--- src/rtl/keyed_watchdog_pkg.sv ---
package keyed_watchdog_pkg;

  localparam int CODE_W = 3;

  typedef enum logic [2:0] {
    REG_LOCK  = 3'd0,
    REG_CTRL  = 3'd1,
    REG_EN    = 3'd2,
    REG_FLAGS = 3'd3,
    REG_CLEAR = 3'd4,
    REG_COUNT = 3'd5
  } regSel_t;

  // Strobes and settings from the control side to the datapath
  typedef struct packed {
    logic              tick;
    logic              clrCount;
    logic              clrTo;
    logic              clrRst;
    logic              toEn;
    logic              rstEn;
    logic [CODE_W-1:0] intCode;
    logic [CODE_W-1:0] rstCode;
  } dpCmd_t;

endpackage

--- src/rtl/keyed_watchdog_ctrl.sv ---
module keyed_watchdog_ctrl
  import keyed_watchdog_pkg::*;
#(
  parameter int DATA_W = 32,
  parameter int CNT_W = 22,
  parameter int NUM_PERIODS = 6,
  parameter logic [DATA_W-1:0] UNLOCK_KEY = 'hA7,
  parameter logic [DATA_W-1:0] CLR_KEY_A = 'hD1,
  parameter logic [DATA_W-1:0] CLR_KEY_B = 'h2E
) (
  input  logic              clk,
  input  logic              rstN,
  input  logic              wrEn,
  input  logic [2:0]        addr,
  input  logic [DATA_W-1:0] wrData,
  input  logic              lpTick,
  input  logic              sleep,
  input  logic              toFlag,
  input  logic              rstFlag,
  input  logic [CNT_W-1:0]  count,
  output dpCmd_t            cmd,
  output logic [DATA_W-1:0] rdData
);

  localparam logic [CODE_W:0] NUM_P = NUM_PERIODS[CODE_W:0];

  logic              unlocked;
  logic              clkOn, runOn, slpRun;
  logic [CODE_W-1:0] intCode, rstCode;
  logic              toEn, rstEn;
  logic              armed;

  logic wrLock, wrCtrl, wrEnReg, wrFlags, wrClear;
  logic [CODE_W-1:0] newInt, newRst;
  logic codesOk, clrFire;

  assign wrLock  = wrEn && (addr == REG_LOCK);
  assign wrCtrl  = wrEn && (addr == REG_CTRL);
  assign wrEnReg = wrEn && (addr == REG_EN);
  assign wrFlags = wrEn && (addr == REG_FLAGS);
  assign wrClear = wrEn && (addr == REG_CLEAR);

  assign newInt  = wrData[6:4];
  assign newRst  = wrData[10:8];
  assign codesOk = ({1'b0, newInt} < NUM_P) && ({1'b0, newRst} < NUM_P);
  assign clrFire = wrClear && armed && (wrData == CLR_KEY_B);

  // Lock state
  always_ff @(posedge clk or negedge rstN) begin
    if (!rstN)       unlocked <= 1'b0;
    else if (wrLock) unlocked <= (wrData == UNLOCK_KEY);
  end

  // Control register, writable only while unlocked with legal codes
  always_ff @(posedge clk or negedge rstN) begin
    if (!rstN) begin
      clkOn   <= 1'b0;
      runOn   <= 1'b0;
      slpRun  <= 1'b0;
      intCode <= '0;
      rstCode <= '0;
    end else if (wrCtrl && unlocked && codesOk) begin
      clkOn   <= wrData[0];
      runOn   <= wrData[1];
      slpRun  <= wrData[2];
      intCode <= newInt;
      rstCode <= newRst;
    end
  end

  // Enable register; reset-out enable frozen while its flag is up
  always_ff @(posedge clk or negedge rstN) begin
    if (!rstN) begin
      toEn  <= 1'b0;
      rstEn <= 1'b0;
    end else if (wrEnReg) begin
      toEn <= wrData[0];
      if (!rstFlag) rstEn <= wrData[1];
    end
  end

  // Two-key clear sequencer
  always_ff @(posedge clk or negedge rstN) begin
    if (!rstN)        armed <= 1'b0;
    else if (wrClear) armed <= !armed && (wrData == CLR_KEY_A);
  end

  always_comb begin
    cmd.tick     = lpTick && clkOn && runOn && (!sleep || slpRun);
    cmd.clrCount = clrFire;
    cmd.clrTo    = wrFlags && wrData[0];
    cmd.clrRst   = wrFlags && wrData[1];
    cmd.toEn     = toEn;
    cmd.rstEn    = rstEn;
    cmd.intCode  = intCode;
    cmd.rstCode  = rstCode;
  end

  always_comb begin
    rdData = '0;
    case (addr)
      REG_LOCK:  rdData[0] = !unlocked;
      REG_CTRL: begin
        rdData[0]    = clkOn;
        rdData[1]    = runOn;
        rdData[2]    = slpRun;
        rdData[6:4]  = intCode;
        rdData[10:8] = rstCode;
      end
      REG_EN: begin
        rdData[0] = toEn;
        rdData[1] = rstEn;
      end
      REG_FLAGS: begin
        rdData[0] = toFlag;
        rdData[1] = rstFlag;
      end
      REG_COUNT: rdData = DATA_W'(count);
      default:   rdData = '0;
    endcase
  end

  AST_LOCKED_CTRL: assert property (@(posedge clk) disable iff (!rstN)
    !unlocked |=> $stable({clkOn, runOn, slpRun, intCode, rstCode}));
  AST_RSTEN_GUARD: assert property (@(posedge clk) disable iff (!rstN)
    rstFlag |=> $stable(rstEn));
  AST_CODES_LEGAL: assert property (@(posedge clk) disable iff (!rstN)
    ({1'b0, intCode} < NUM_P) && ({1'b0, rstCode} < NUM_P));

endmodule

--- src/rtl/keyed_watchdog_dp.sv ---
module keyed_watchdog_dp
  import keyed_watchdog_pkg::*;
#(
  parameter int CNT_W = 22,
  parameter int BASE_EXP = 16,
  parameter int NUM_PERIODS = 6
) (
  input  logic             clk,
  input  logic             rstN,
  input  dpCmd_t           cmd,
  output logic [CNT_W-1:0] count,
  output logic             toFlag,
  output logic             rstFlag,
  output logic             wakeOut,
  output logic             rstReq
);

  logic [CNT_W-1:0] maskTab [NUM_PERIODS];
  logic [CNT_W-1:0] intMask, rstMask, countNext;
  logic toHit, rstHit;

  for (genvar g = 0; g < NUM_PERIODS; g++) begin : gMask
    localparam int SH = CNT_W - BASE_EXP - g;
    assign maskTab[g] = {CNT_W{1'b1}} >> SH;
  end

  always_comb begin
    intMask = '0;
    rstMask = '0;
    for (int i = 0; i < NUM_PERIODS; i++) begin
      if (cmd.intCode == CODE_W'(i)) intMask = maskTab[i];
      if (cmd.rstCode == CODE_W'(i)) rstMask = maskTab[i];
    end
  end

  assign countNext = count + 1'b1;
  assign toHit  = cmd.tick && !cmd.clrCount && ((countNext & intMask) == '0);
  assign rstHit = cmd.tick && !cmd.clrCount && ((countNext & rstMask) == '0);

  always_ff @(posedge clk or negedge rstN) begin
    if (!rstN)             count <= '0;
    else if (cmd.clrCount) count <= '0;
    else if (cmd.tick)     count <= countNext;
  end

  always_ff @(posedge clk or negedge rstN) begin
    if (!rstN) begin
      toFlag  <= 1'b0;
      rstFlag <= 1'b0;
      rstReq  <= 1'b0;
    end else begin
      toFlag  <= toHit  || (toFlag  && !cmd.clrTo);
      rstFlag <= rstHit || (rstFlag && !cmd.clrRst);
      rstReq  <= rstHit && cmd.rstEn;
    end
  end

  assign wakeOut = toFlag && cmd.toEn;

  AST_REQ_SINGLE: assert property (@(posedge clk) disable iff (!rstN)
    rstReq |=> !rstReq);
  AST_CLEAR_ZEROES: assert property (@(posedge clk) disable iff (!rstN)
    cmd.clrCount |=> (count == '0));
  AST_FLAG_STICKY: assert property (@(posedge clk) disable iff (!rstN)
    (toFlag && !cmd.clrTo) |=> toFlag);
  AST_COUNT_HOLDS: assert property (@(posedge clk) disable iff (!rstN)
    (!cmd.tick && !cmd.clrCount) |=> $stable(count));

endmodule

--- src/rtl/keyed_watchdog.sv ---
module keyed_watchdog
  import keyed_watchdog_pkg::*;
#(
  parameter int DATA_W = 32,
  parameter int BASE_EXP = 16,
  parameter int NUM_PERIODS = 6,
  parameter logic [DATA_W-1:0] UNLOCK_KEY = 'hA7,
  parameter logic [DATA_W-1:0] CLR_KEY_A = 'hD1,
  parameter logic [DATA_W-1:0] CLR_KEY_B = 'h2E
) (
  input  logic              clk,
  input  logic              rstN,
  input  logic              wrEn,
  input  logic [2:0]        addr,
  input  logic [DATA_W-1:0] wrData,
  output logic [DATA_W-1:0] rdData,
  input  logic              lpTick,
  input  logic              sleep,
  output logic              wakeOut,
  output logic              rstReq
);

  localparam int CNT_W = BASE_EXP + NUM_PERIODS;

  dpCmd_t           cmd;
  logic [CNT_W-1:0] count;
  logic             toFlag, rstFlag;

  keyed_watchdog_ctrl #(
    .DATA_W(DATA_W), .CNT_W(CNT_W), .NUM_PERIODS(NUM_PERIODS),
    .UNLOCK_KEY(UNLOCK_KEY), .CLR_KEY_A(CLR_KEY_A), .CLR_KEY_B(CLR_KEY_B)
  ) uCtrl (
    .clk(clk), .rstN(rstN), .wrEn(wrEn), .addr(addr), .wrData(wrData),
    .lpTick(lpTick), .sleep(sleep), .toFlag(toFlag), .rstFlag(rstFlag),
    .count(count), .cmd(cmd), .rdData(rdData)
  );

  keyed_watchdog_dp #(
    .CNT_W(CNT_W), .BASE_EXP(BASE_EXP), .NUM_PERIODS(NUM_PERIODS)
  ) uDp (
    .clk(clk), .rstN(rstN), .cmd(cmd), .count(count),
    .toFlag(toFlag), .rstFlag(rstFlag), .wakeOut(wakeOut), .rstReq(rstReq)
  );

endmodule

--- config.mk ---
export PLATFORM = sky130hd
export DESIGN_NAME = keyed_watchdog
export DESIGN_NICKNAME = d
export VERILOG_FILES = /design/src/rtl/keyed_watchdog_pkg.sv /design/src/rtl/keyed_watchdog_ctrl.sv /design/src/rtl/keyed_watchdog_dp.sv /design/src/rtl/keyed_watchdog.sv
export SDC_FILE = /design/constraint.sdc
export NUM_CORES = 1
export LEC_CHECK = 0
export BUFFER_PORTS_ARGS = -buffer_cell sky130_fd_sc_hd__buf_2
export CAP_MARGIN = 30
export CORE_MARGIN = 2
export CORE_UTILIZATION = 54
export DETAILED_ROUTE_END_ITERATION = 10
export PLACE_DENSITY_LB_ADDON = 0.05
export SLEW_MARGIN = 20
export SYNTH_ARGS = -nofsm -noshare
export SYNTH_HDL_FRONTEND = slang
export SYNTH_HIERARCHICAL = 1
export SYNTH_SLANG_ARGS = --single-unit
--- constraint.sdc ---
create_clock -name clk -period 2.9 [get_ports clk]
set_input_delay 0 -clock clk [delete_from_list [all_inputs] [get_ports clk]]
set_output_delay 0 -clock clk [all_outputs]
set_load 0.05 [all_outputs]
Word-level counts from Yosys, hierarchy flattened:

Index checks and enable logic that the tools add are counted.

* equal/unequal tests: 18
* bitwise gates (word level): 3
* reduce and logical (&&, ||, !) cells: 39
* add/subtract/negate cells: 1
* muxes and demuxes: 22
* $lt $le $gt $ge: 2

Operators with widths (number)
* 2-to-1 mux 22 bit: 12
* == test 32 x 8 -> 1 bit (second input constant): 2
* AND 22 bit: 2
* zero test 22 bit: 2
* == test 32 x 6 -> 1 bit (second input constant): 1
* 2-to-1 mux 16 bit: 2
* logical AND 1 bit: 23
* adder 22 x 1 -> 22 bit (second input constant): 1
* == test 3 x 2 -> 1 bit (second input constant): 6
* == test 3 bit (second input constant): 6
* one-hot mux 3 bit (2 select lines): 2
* 2-to-1 mux 11 bit: 1
* == test 3 x 1 -> 1 bit (second input constant): 3
* zero test 3 bit: 3
* zero test 1 bit: 6
* less-than comparator 3 bit (second input constant): 2
* one-hot mux 1 bit (5 select lines): 1
* one-hot mux 1 bit (4 select lines): 1
* logical OR 1 bit: 3
* 2-to-1 mux 1 bit: 2
* one-hot mux 1 bit (2 select lines): 1
* AND reduction 2 bit: 1
* nonzero test 2 bit: 1
* NOT 1 bit: 1

* word-level logic and storage cells: 98
* output and inout port bits: 34
* bits in registers: 38

Depth between registers and ports, before layout:

* word-level depth: 11
* depth in mapped cells: 8
* depth with buffers taken out: 7

By module:

Netlist, hierarchy kept.

By module, submodules not included
* keyed_watchdog_dp: cells each 205, area each 1789.2 µm², instances 1, seq. area each 625.6 µm²
* keyed_watchdog_ctrl: cells each 117, area each 1118.6 µm², instances 1, seq. area each 325.3 µm²

Least setup slack after synthesis:

No wires, ideal clock.

* kind: register -> register
* from: register uDp.count[0]
* to: register uDp.rstReq
* data arrival time: 2224 ps
* period minus slack after synthesis: 2319 ps
* setup time: 95 ps
* path slack: 581 ps
* path buffers: 1
* stages on the path, launching flop included: 9
* required time: 2805 ps
* path through: dfrtp_1 ha_1 and4_4 buf_6 a31o_1 a211o_1 a2111oi_4 a32oi_1 nor4b_2

* longest elaborated chain between the ends: 5

Ends and longest elaborated chain
* start: declaration: line keyed_watchdog_dp.sv:11 `output logic [CNT_W-1:0] count,`
* start signal: assignment: line keyed_watchdog_dp.sv:43 `else if (cmd.tick) count <= countNext;`
* adder 22 x 1 -> 22 bit: line keyed_watchdog_dp.sv:36 `assign countNext = count + 1'b1;`
* AND 22 bit: line keyed_watchdog_dp.sv:38 `assign rstHit = cmd.tick && !cmd.clrCount && ((countNext & rstMask) == '0);`
* zero test 22 bit: line keyed_watchdog_dp.sv:38
* logical AND 1 bit: line keyed_watchdog_dp.sv:38
* logical AND 1 bit: line keyed_watchdog_dp.sv:54 `rstReq <= rstHit && cmd.rstEn;`
* end signal: assignment: line keyed_watchdog_dp.sv:54
* end: declaration: line keyed_watchdog_dp.sv:15 `output logic rstReq`

Every way passes these cells.
A chain may end at the register's enable or synchronous reset.

Worst setup path in the final report:

* from: register uDp.count[1]
* to: register uDp.rstReq

The elaborated chain is that of the path after synthesis.

==> flow_metrics.tcl <==
set metrics [dict create \
    fillers 459 \
    timing.final.crit_share 0.871 \
    ys_ff_latch 38 \
    timing.rr.end "uDp/rstReq" \
    synth_cell_types 70 \
    finalClockSkew_ps 10.1 \
    placed_cell_area_um2 3170 \
    drt_iter0_drc 110 \
    crit_path_end_kind "register" \
    antenna_found_initial 0 \
    rsz0062_at_grt "false" \
    remaining_drc_errors 0 \
    worstSkewPairLatency_ps 290 \
    fin_util 0.661 \
    crit_arrival_ps 2730 \
    cts_setup_buffers 0 \
    syn_avg_cell_area_um2 9.03 \
    seq_area_frac_synth 0.327 \
    layout.cell_area.non_filler_um2 3400 \
    grt.total_usage 0.241 \
    cp_max_fo 9 \
    fp.coreArea_um2 5140 \
    swShare 0.233 \
    worstHoldPathCells 4 \
    drive_gt1_frac 0.284 \
    crit_path_max_incr_delay_ps 490 \
    fp.dieArea_um2 5990 \
    wl_per_cell_um 15.4 \
    rr_worst_depth 7 \
    hold_path.class "primary input to register" \
    grt_overflow_total 0 \
    slew_violations 0 \
    drtAntennaViolNets 0 \
    root_buffer "clkbuf_8" \
    grt_max_degree 39 \
    port_buffers 63 \
    slew_headroom 0.437 \
    async_reset_ff_frac 1.00 \
    rows 26 \
    pwr-share-seq 0.438 \
    via_per_inst 5.65 \
    die_h_um 77.4 \
    path_clk_slew_ps 80 \
    fmaxAchievable_mhz 396 \
    layout_commonest_cell "buf_2" \
    synth_ff_type "dfrtp_1" \
    endpoint "uDp/rstReq" \
    numCtsBuffers 5 \
    intPower_uw 966 \
    seqCellArea_um2 951 \
    worst_setup_path_start_kind "register" \
    layout_common_cells "63 x buf_2, 40 x nor2_1, 38 x dfrtp_1, 19 x nand2_1, 17 x xor2_1" \
    ir_worst_vdd_uv 211 \
    cts.sinks 38 \
    n_antenna_cell 0 \
    setup_viol 0 \
    crit_path_cell_trace "ha_1 > and4_4 > nand4_1 > nand2b_4 > a2111oi_4 > a32oi_1 > nor4b_2" \
    reg2reg_from "uDp/count[1]" \
    synth_edf_count 0 \
    ios 74 \
    crit_path_start "uDp/count[1]" \
    cts_buffer_depth 2 \
    die_w_um 77.4 \
    crit_slowest_cell "dfrtp_1" \
    hold_violations 0 \
    combPwrFrac 0.119 \
    worstSetupPathType "register to register" \
    dpl.hpwl_um 5060 \
    worstMarginPinSlew_ps 844 \
    grt_pass1_vias 2404 \
    postSynthCellCount 322 \
    routed_wl_um 6930 \
    gp_congestion 0.917 \
    cp.required_ps 3100 \
    netlist_area_um2 2910 \
    outcome "complete, no violations" \
    ys.warnings.count 6 \
    cts_tree "yes" \
    initial_core_util 0.566 \
    tns_ps 0 \
    drv_cap 0 \
    nets 420 \
    period_needed_ps 2530 \
    multi_input_area_um2 1760 \
    power.share.clock 0.443 \
    drtPass1Iterations 4 \
    reg2reg_slack_ps 370 \
    powerDensity_nw_per_um2 371 \
    via_count 2541 \
    p_leak_uw 0.00162 \
    grt_pass1_wl_um 11700 \
    p_sw_uw 293 \
    syn_to_final_growth_pct 16.9 \
    h-tree-depth 2 \
]
-- cell usage after synthesis (all sizes together), types with 7 or more instances --
| library cell | instances | area share |
|---|---|---|
| buf | 23 | 0.057 |
| dfrtp | 38 | 0.33 |
| xor2 | 17 | 0.051 |
| inv | 9 | 0.012 |
| nor2 | 40 | 0.052 |
| clkbuf | 11 | 0.015 |
| nand4 | 18 | 0.051 |
| xnor2 | 7 | 0.021 |
| nor4 | 11 | 0.029 |
| mux2 | 12 | 0.046 |
| and3 | 16 | 0.035 |
| mux2i | 9 | 0.031 |
| nand3 | 10 | 0.017 |
| nand2 | 19 | 0.025 |
-- per-layer routing --
| metal | vias to the layer above | track usage | wire, um | share of wire |
|---|---|---|---|---|
| met5 | - | 0 | 0 | 0 |
| met4 | 0 | 0.0464 | 42 | 0.0061 |
| met3 | 6 | 0.0360 | 258 | 0.037 |
| met2 | 72 | 0.403 | 3360 | 0.48 |
| met1 | 1198 | 0.334 | 3270 | 0.47 |
| li1 | 1265 | - | - | - |
-- critical path: cells and delay by family, from the launching register on --
kind                       cells  cell delay, ps
adders and majority gates      1             330
and+or+nand+nor                4            1040
DFF                            1             490
AOI/OAI and AO/OA              2             580
-- metrics by stage --
step	worst slack [ps]	hold WS (ps)	instances	total power [uW]
floorplan	581	-296	331	672
global placement	515	151	433	702
detailed placement	384	156	433	703
CTS	347	0.299	450	1270
global route	159	29.1	450	1310
finish	373	3.08	450	1260
-- area by class of cell --
class | count | share of cell area
clock buffers | 6 | 0.0243
clock inverters | 2 | 0.0177
inverters | 9 | 0.00994
multi-input cells | 250 | 0.517
flip-flops and latches | 38 | 0.280
well taps | 70 | 0.0258
repair buffers | 75 | 0.126
-- power groups by stage --
stage | combinational, uW | clock (uW) | sequential (uW)
finish | 150 | 557 | 551
global route | 163 | 594 | 553
CTS | 150 | 569 | 552
detailed placement | 141 | 0 | 562
global placement | 140 | 0 | 562
floorplan | 114 | 0 | 559
-- state kept, by name, summed over array words and instances (netlist names) --
register and cells:
uCtrl/armed 1, uCtrl/clkOn 1, uCtrl/intCode 3, uCtrl/rstCode 3, uCtrl/rstEn 1, uCtrl/runOn 1
uCtrl/slpRun 1, uCtrl/toEn 1, uCtrl/unlocked 1, uDp/count 22, uDp/rstFlag 1, uDp/rstReq 1
uDp/toFlag 1
-- repair_timing --
item / in CTS / in global routing
endpoints found under the hold margin: 46 / 0
gates resized for setup: 0 / 0
hold buffers: 9 / 0
-- cells by family (layout without fill, tap and decap cells) --
family / count (synthesis) / after routing / share of synthesized area
simple gates: 157 / 157 / 0.331
buf+inv: 43 / 92 / 0.0830
flops: 38 / 38 / 0.327
compound gates: 36 / 36 / 0.0960
xor+xnor: 24 / 24 / 0.0723
mux: 22 / 22 / 0.0852
fa+ha+maj: 1 / 1 / 0.00430
other cells: 1 / 10 / 0.00129
-- worst min-delay path by stage --
stage | start | end | slack (ps)
detailed placement | rstN | uDp/count[21] | 160
CTS | wrData[16] | uCtrl/unlocked | 0.3
global route | wrData[0] | uCtrl/toEn | 30
finish | wrData[16] | uCtrl/unlocked | 3
floorplan | rstN | uCtrl/armed | -300
global placement | rstN | uDp/count[17] | 150
Note: power is estimated with default switching activity, not from simulation.
